**config.mk**
```make
export PLATFORM = sky130hd
export DESIGN_NAME = freq_offset_calc
export DESIGN_NICKNAME = d
export VERILOG_FILES = /design/src/rtl/ofc_pkg.sv /design/src/rtl/ofc_scale.sv /design/src/rtl/ofc_divider.sv /design/src/rtl/ofc_clamp.sv /design/src/rtl/freq_offset_calc.sv
export SDC_FILE = /design/constraint.sdc
export NUM_CORES = 1
export LEC_CHECK = 0
export ABC_AREA = 1
export ABC_CLOCK_PERIOD_IN_PS = 23900
export BUFFER_PORTS_ARGS = -buffer_cell sky130_fd_sc_hd__clkbuf_2
export CORE_MARGIN = 5
export CORE_UTILIZATION = 46
export CTS_CLUSTER_SIZE = 25
export DETAILED_ROUTE_END_ITERATION = 12
export PLACE_DENSITY = 0.69
export SYNTH_ARGS = -nofsm -noshare
export SYNTH_HDL_FRONTEND = slang
export SYNTH_HIERARCHICAL = 1
export SYNTH_SLANG_ARGS = --single-unit
```
**constraint.sdc**
```tcl
create_clock -name clk -period 23.9 [get_ports clk]
set_input_delay 2.39 -clock clk [delete_from_list [all_inputs] [get_ports clk]]
set_output_delay 2.39 -clock clk [all_outputs]
set_load 0.005 [all_outputs]
```
**src/rtl/ofc_pkg.sv**
```systemverilog
package ofc_pkg;
  localparam int unsigned FREQ_W  = 32;
  localparam int unsigned WORD_W  = 24;
  localparam int unsigned SCALE_W = 34;
  // steps per unit ratio: round(1e6 / 0.0001164), held as an integer
  localparam logic [SCALE_W-1:0] SCALE_K = 34'd8591065292;
endpackage

```
**src/rtl/ofc_scale.sv**
```systemverilog
module ofc_scale #(
  parameter int unsigned FW = 32,
  parameter int unsigned KW = 34,
  parameter int unsigned DW = FW + KW,
  parameter logic [KW-1:0] K = '0
) (
  input  logic [FW-1:0] base_hz,
  input  logic [FW-1:0] target_hz,
  output logic          neg,
  output logic          base_zero,
  output logic [DW-1:0] scaled
);
  logic [FW-1:0] mag;

  always_comb begin
    neg       = target_hz < base_hz;
    mag       = neg ? (base_hz - target_hz) : (target_hz - base_hz);
    base_zero = (base_hz == '0);
    scaled    = DW'(K) * DW'(mag);
  end
endmodule

```
**src/rtl/ofc_divider.sv**
```systemverilog
module ofc_divider #(
  parameter int unsigned DW = 66,
  parameter int unsigned VW = 32,
  localparam int unsigned CW = $clog2(DW)
) (
  input  logic          clk,
  input  logic          rst,
  input  logic          load,
  input  logic [DW-1:0] dividend,
  input  logic [VW-1:0] divisor,
  output logic          fin,
  output logic [DW-1:0] quot
);
  logic [DW-1:0] acc_q;
  logic [VW-1:0] rem_q;
  logic [VW-1:0] dvs_q;
  logic [CW-1:0] cnt_q;
  logic          busy_q;
  logic          fin_q;
  logic [VW:0]   trial;
  logic          fits;
  logic [VW-1:0] rem_n;

  always_comb begin
    trial = {rem_q, acc_q[DW-1]};
    fits  = trial >= {1'b0, dvs_q};
    rem_n = fits ? VW'(trial - {1'b0, dvs_q}) : trial[VW-1:0];
  end

  always_ff @(posedge clk) begin
    if (rst) begin
      acc_q  <= '0;
      rem_q  <= '0;
      dvs_q  <= '0;
      cnt_q  <= '0;
      busy_q <= 1'b0;
      fin_q  <= 1'b0;
    end else begin
      fin_q <= 1'b0;
      if (load) begin
        acc_q  <= dividend;
        rem_q  <= '0;
        dvs_q  <= divisor;
        cnt_q  <= '0;
        busy_q <= 1'b1;
      end else if (busy_q) begin
        acc_q <= {acc_q[DW-2:0], fits};
        rem_q <= rem_n;
        cnt_q <= cnt_q + 1'b1;
        if (cnt_q == CW'(DW - 1)) begin
          busy_q <= 1'b0;
          fin_q  <= 1'b1;
        end
      end
    end
  end

  assign fin  = fin_q;
  assign quot = acc_q;

  // the controller must never reload the divider during a run
  a_r9_no_reload: assert property (@(posedge clk) disable iff (rst)
    busy_q |-> !load);

  // the finish strobe lasts exactly one cycle
  a_r8_fin_pulse: assert property (@(posedge clk) disable iff (rst)
    fin_q |=> !fin_q);
endmodule

```
**src/rtl/ofc_clamp.sv**
```systemverilog
module ofc_clamp #(
  parameter int unsigned DW = 66,
  parameter int unsigned WW = 24
) (
  input  logic [DW-1:0] quot,
  input  logic          neg,
  output logic [WW-1:0] word,
  output logic          sat
);
  localparam logic [DW-1:0] QMAX = {{(DW-WW+1){1'b0}}, {(WW-1){1'b1}}};
  localparam logic [WW-1:0] MMAX = {1'b0, {(WW-1){1'b1}}};
  logic [WW-1:0] mag;

  always_comb begin
    sat  = quot > QMAX;
    mag  = sat ? MMAX : quot[WW-1:0];
    word = neg ? (~mag + 1'b1) : mag;
  end
endmodule

```
**src/rtl/freq_offset_calc.sv**
```systemverilog
module freq_offset_calc #(
  parameter int unsigned FW = ofc_pkg::FREQ_W,
  parameter int unsigned WW = ofc_pkg::WORD_W,
  parameter int unsigned KW = ofc_pkg::SCALE_W,
  parameter logic [KW-1:0] K = ofc_pkg::SCALE_K
) (
  input  logic          clk,
  input  logic          rst,
  input  logic          start_i,
  input  logic [FW-1:0] base_hz_i,
  input  logic [FW-1:0] target_hz_i,
  output logic [WW-1:0] word_o,
  output logic          sat_o,
  output logic          err_o,
  output logic          done_o
);
  localparam int unsigned DW = FW + KW;
  localparam logic [WW-1:0] POS_LIM = {1'b0, {(WW-1){1'b1}}};
  localparam logic [WW-1:0] NEG_LIM = {1'b1, {(WW-2){1'b0}}, 1'b1};

  logic          neg_c, zero_c;
  logic [DW-1:0] scaled_c;
  logic          accept, load;
  logic          busy_q, neg_q;
  logic          div_fin;
  logic [DW-1:0] div_quot;
  logic [WW-1:0] cl_word;
  logic          cl_sat;

  ofc_scale #(.FW(FW), .KW(KW), .DW(DW), .K(K)) scale_i (
    .base_hz(base_hz_i), .target_hz(target_hz_i),
    .neg(neg_c), .base_zero(zero_c), .scaled(scaled_c)
  );

  assign accept = start_i && !busy_q;
  assign load   = accept && !zero_c;

  ofc_divider #(.DW(DW), .VW(FW)) div_i (
    .clk(clk), .rst(rst), .load(load),
    .dividend(scaled_c), .divisor(base_hz_i),
    .fin(div_fin), .quot(div_quot)
  );

  ofc_clamp #(.DW(DW), .WW(WW)) clamp_i (
    .quot(div_quot), .neg(neg_q), .word(cl_word), .sat(cl_sat)
  );

  always_ff @(posedge clk) begin
    if (rst) begin
      busy_q <= 1'b0;
      neg_q  <= 1'b0;
      word_o <= '0;
      sat_o  <= 1'b0;
      err_o  <= 1'b0;
      done_o <= 1'b0;
    end else begin
      done_o <= 1'b0;
      if (accept && zero_c) begin
        word_o <= '0;
        sat_o  <= 1'b0;
        err_o  <= 1'b1;
        done_o <= 1'b1;
      end
      if (load) begin
        busy_q <= 1'b1;
        neg_q  <= neg_c;
      end
      if (div_fin) begin
        busy_q <= 1'b0;
        word_o <= cl_word;
        sat_o  <= cl_sat;
        err_o  <= 1'b0;
        done_o <= 1'b1;
      end
    end
  end

  // a clamped word carries one of the two limit codes
  a_r5_sat_code: assert property (@(posedge clk) disable iff (rst)
    sat_o |-> (word_o == POS_LIM || word_o == NEG_LIM));

  // a refused request reports a clean zero word
  a_r7_err_clean: assert property (@(posedge clk) disable iff (rst)
    err_o |-> (word_o == '0 && !sat_o));

  // a result is never announced while a division still runs
  a_r8_done_idle: assert property (@(posedge clk) disable iff (rst)
    done_o |-> !busy_q);
endmodule

```
Word level (Yosys, flattened, before mapping). Index checks and enable logic that the tools add are counted.

Register bits after elaboration: 168. Input port bits: 67. Output and inout port bits: 27.

Add/sub/neg operators: 5. Multiply operators: 1. Order comparisons: 3. Equal/unequal tests: 1. Multiplexer cells: 16. Bitwise logic cells: 2. Reduce and logical (&&, ||, !) cells: 11.

Operators with widths (count): 2-to-1 mux 66 bit (2); 2-to-1 mux 24 bit (4); subtractor 32 bit (3); > comparator 66 x 23 -> 1 bit, second input constant (1); multiplier 32 x 32 -> 64 bit, first input constant (1); 2-to-1 mux 32 bit (2); >= comparator 33 x 32 -> 1 bit (1); zero test 32 bit (1); less-than comparator 32 bit (1); adder 24 x 1 -> 24 bit, second input constant (1); NOT 24 bit (1); 2-to-1 mux 1 bit (8); adder 7 x 1 -> 7 bit, second input constant (1); equality test 7 bit, second input constant (1); nonzero test 2 bit (2); OR reduction 2 bit (2); logical AND 1 bit (3); OR reduction 3 bit (1); zero test 1 bit (2); NOT 1 bit (1).

Longest topological paths before layout.
Word-level depth: 6. Mapped depth: 51.

Cells and area by module. The synthesis kept the hierarchy.

Modules (own cells, without submodules): ofc_scale (instances 1, cells an instance 2181, area each 15427.3 µm², seq. area each 0.0 µm²); ofc_divider (instances 1, cells an instance 1370, area each 8908.5 µm², seq. area each 2782.7 µm²); ofc_clamp (instances 1, cells an instance 279, area each 1370.1 µm², seq. area each 0.0 µm²); freq_offset_calc (instances 1, cells an instance 130, area each 1297.5 µm², seq. area each 580.6 µm²).

Worst setup path before layout. Ideal clock, no wire load.

Path type: input to register. Start point: input port target_hz_i[0]. End point: register div_i.acc_q[57] (netlist: div_i/quot[57]). Library setup time: 110 ps. Arrival time: 9587 ps. Data required time: 23790 ps. Path slack: 14203 ps. Cell stages on the path: 43. Buffers on the path: 1. Cells stage by stage: inv_1 > ha_1 > fa_1 > o21ai_2 > nand2_1 > nand2_1 > nand2_2 > nand2_4 > nand2_4 > nand3_4 > buf_4 > nand2_1 > o21ai_1 > xor2_1 > ha_1 > inv_1 > fa_1 > fa_1 > [... 7 more ...] > fa_1 > inv_1 > ha_1 > ha_1 > nand2_1 > nor2_1 > inv_1 > nor2_1 > nand4_1 > nand3_1 > a21oi_1 > o21bai_1 > a21boi_0 > xor2_1 > nand2_1 > o221ai_1 > nand2_1 > inv_1.

Longest elaborated chain between the ends: 4.

RTL lines: start, declared (line freq_offset_calc.sv:11) `input logic [FW-1:0] target_hz_i,`; subtractor 32 bit or less-than comparator 32 bit (tied branches) (line ofc_scale.sv:17, ofc_scale.sv:16); 2-to-1 mux 32 bit (*) (line ofc_scale.sv:17) `mag = neg ? (base_hz - target_hz) : (target_hz - base_hz);`; multiplier 32 x 32 -> 64 bit (*) (line ofc_scale.sv:19) `scaled = DW'(K) * DW'(mag);`; net scaled_c[57] (line freq_offset_calc.sv:22) `logic [DW-1:0] scaled_c;`; 2-to-1 mux 66 bit (*) (line ofc_divider.sv:40) `if (load) begin`; end signal, assigned (line ofc_divider.sv:41) `acc_q <= dividend;`; end signal, assigned (line ofc_divider.sv:47) `acc_q <= {acc_q[DW-2:0], fits};`; end, declared (line ofc_divider.sv:14) `logic [DW-1:0] acc_q;`.

Mark *: on every way through the listed nets, which the timed path passes. The rest lies on a longest branch. A chain may end at the register's enable or synchronous reset.

Final worst setup path.
Start point: input port base_hz_i[25]. End point: register div_i.acc_q[46] (netlist: div_i/quot[46]).

Longest elaborated chain between the ends: 4.

RTL lines: start, declared (line freq_offset_calc.sv:10) `input logic [FW-1:0] base_hz_i,`; less-than comparator 32 bit (line ofc_scale.sv:16) `neg = target_hz < base_hz;`; net neg_c (line freq_offset_calc.sv:21) `logic neg_c, zero_c;`; 2-to-1 mux 32 bit (line ofc_scale.sv:17); multiplier 32 x 32 -> 64 bit (line ofc_scale.sv:19); net scaled_c[46] (line freq_offset_calc.sv:22); 2-to-1 mux 66 bit (line ofc_divider.sv:40).

The timed path passes the listed nets, and every way through them passes these cells.

==> results_dict.tcl <==
set metrics [dict create \
    layout_common_cells "nand2_1, inv_1, ha_1, nor2_1, a21oi_1" \
    postSynthAreaPerCell_um2 6.819 \
    track_usage 0.2429 \
    start_util 0.4663 \
    clk_pin_slew_ps 70 \
    cts-buffers-inserted 17 \
    crit_start "base_hz_i[25]" \
    place_hpwl_um 64990 \
    criticalPathCategory "input pin to flop" \
    maxCapViolCount 0 \
    cts_root_buf "clkbuf_16" \
    ys_seq_elements 168 \
    wire_per_inst_um 16.27 \
    avgViaCountPerCell 5.166 \
    first_pass_iters 6 \
    grt_pass1_vias 23754 \
    grt_pass1_wl_um 124900 \
    tns_ps 0 \
    ctsHoldBuffers 0 \
    timing.fmax_ghz 0.08862 \
    layout_commonest_cell "nand2_1" \
    htree_levels 4 \
    port_buffers 93 \
    route.detailed.drc 0 \
    die_h_um 252.3 \
    tightest_slew_ps 1059 \
    clock_skew_ps 13.63 \
    finalSetupViolCount 0 \
    period_share 0.4721 \
    cts-resized-gates 0 \
    syn_inst 3960 \
    critPathMostFrequentCell "inv_1" \
    yosys.area_share.adder 0.3040 \
    drt_iter0_markers 2071 \
    cts_tree "built" \
    reg2reg_to "word_o[18]" \
    clk_path_buf_depth 2 \
    yosysWarningCount 6 \
    fp.coreArea_mm2 0.05792 \
    place.gp.congestion 0.9851 \
    end_kind "flop" \
    worstPathArrival_ps 11660 \
    crit_path_end "div_i/quot[46]" \
    io_pins 94 \
    die_x_um 252.3 \
    synth_enable_flop_cells 0 \
    relSlewSlack 0.2930 \
    crit_slowest_cell "a21oi_4" \
    r2r_slack_ps 20260 \
    fin_crit_ps 11280 \
    antenna_found_initial 1 \
    async_flop_share 0 \
    area_delta_synth_final_pct 5.694 \
    grt-ovfl-total 0 \
    finalMaxSlewViolations 0 \
    critPathMaxFanout 23 \
    ys_seq_area_frac 0.1245 \
    cts_sinks 168 \
    final_layout_size_suffix_gt1_frac 0.09641 \
    insertion_delay_ps 480 \
    hold_viol 0 \
    grt_max_degree 72 \
    rr_startpoint "div_i/quot[62]" \
    drt_wl_total_um 77740 \
    rr_worst_depth 20 \
    hp-class "flop to flop" \
    synth_compound_area_frac 0.1188 \
    slowest_delay_ps 710 \
    synth.area.mux_share 0.001483 \
    synth_xor_area_frac 0.03665 \
    grt_setup_unrepaired "no" \
    status "complete, no violations" \
    setup.worst_path.start_class "input pin" \
    synth_cell_types 61 \
    nets 4640 \
    cts_setup_buffers 0 \
    synth_top_family_by_area "adder cells" \
    synth-simple-area-share 0.2692 \
    detail-route-antenna-nets 0 \
    vias 24689 \
    syn_area_mm2 0.02700 \
    n_antenna_cell 0 \
    num_rows 88 \
    required_ps 24280 \
    die-area_mm2 0.06365 \
    synth_ff_type "dfxtp_1" \
]
## state kept, by name (all words and copies together) (netlist names), 7 cells and up
signal and flops:
word_o 24, div_i/dvs_q 32, div_i/quot 66, div_i/rem_q 32, div_i/cnt_q 7
## synthesized netlist by cell type (9+ instances only)
library cell / number / share of area
xor2_1: 71 / 0.023
inv_1: 861 / 0.12
nand3b_1: 26 / 0.0072
clkbuf_1: 42 / 0.0058
nor2_1: 257 / 0.036
nor2_4: 9 / 0.0038
nor4_1: 14 / 0.0032
nor2_2: 28 / 0.0065
nand3_2: 45 / 0.017
o211ai_1: 18 / 0.0050
nand4_1: 26 / 0.0060
o21ai_1: 20 / 0.0037
nand3_1: 133 / 0.025
nand2_1: 940 / 0.13
a31oi_1: 21 / 0.0049
fa_1: 140 / 0.10
o21ai_0: 141 / 0.026
a21oi_2: 49 / 0.016
a21oi_1: 207 / 0.038
nand2_2: 32 / 0.0074
ha_1: 432 / 0.20
xnor2_1: 42 / 0.014
o221ai_1: 19 / 0.0062
o21a_1: 9 / 0.0025
inv_2: 22 / 0.0031
nand2_4: 10 / 0.0042
buf_6: 18 / 0.0075
dfxtp_1: 168 / 0.12
buf_2: 10 / 0.0019
buf_4: 12 / 0.0033
a22oi_1: 14 / 0.0039
nand3b_2: 19 / 0.0079
o21bai_1: 12 / 0.0033
nor3_1: 17 / 0.0032
## kinds of logic after synthesis
logic type	Yosys count
other	1
xor gates and xnor gates	113
DFF	168
AOI/OAI and AO/OA	538
buffers and inverters	977
and+or+nand+nor	1587
adders and majority gates	572
muxes	4
## metal layers
layer / wire length [µm] / track usage / vias up
met5: 7 / 0 / -
met4: 1596 / 0.05909 / 2
met2: 34530 / 0.3972 / 723
met3: 5426 / 0.04620 / 99
met1: 36180 / 0.3329 / 11387
li1: - / - / 12478
## metrics by stage
step                      worst slack [ps]    util  hold WS, ps  area, µm²  std cells
after floorplan                      14200       -        433.2      27010       3961
after global placement               12460  0.4831        449.0      27980       4747
after detailed placement             12280  0.4831        456.7      27980       4747
after CTS                            12800  0.4928        466.7      28540       4779
after global routing                 12070  0.4928        492.3      28540       4779
final                                12620  0.4928        461.4      28540       4779
## layout make-up
class,instances,area [µm²]
clock buffer,19,452.9
sequential,168,3364
inverter,889,3349
multi-input combinational,2816,19730
clock inverter,13,106.4
fill,5998,29370
tap,765,957.2
timing repair buffer,109,585.6
## worst min path at each step
stage	startpoint	end	cells past startpoint	slack (ps)
5_1_grt	div_i/dvs_q[11]	div_i/dvs_q[11]	2	490
4_1_cts	div_i/dvs_q[26]	div_i/dvs_q[26]	2	470
2_1_floorplan	div_i/dvs_q[31]	div_i/dvs_q[31]	2	430
3_5_place_dp	err_o	err_o	2	460
6_report	div_i/dvs_q[26]	div_i/dvs_q[26]	2	460
3_3_place_gp	err_o	err_o	2	450
## critical path, delay by kind of cell
family	cells	cell delay, ps
xor+xnor	2	600
simple gates	9	1270
buf+inv	8	960
compound gates	10	2470
fa+ha+maj	10	3940
Power is not shown: default switching activity piles up to over one toggle a cycle in this logic, so the estimate is an artifact.
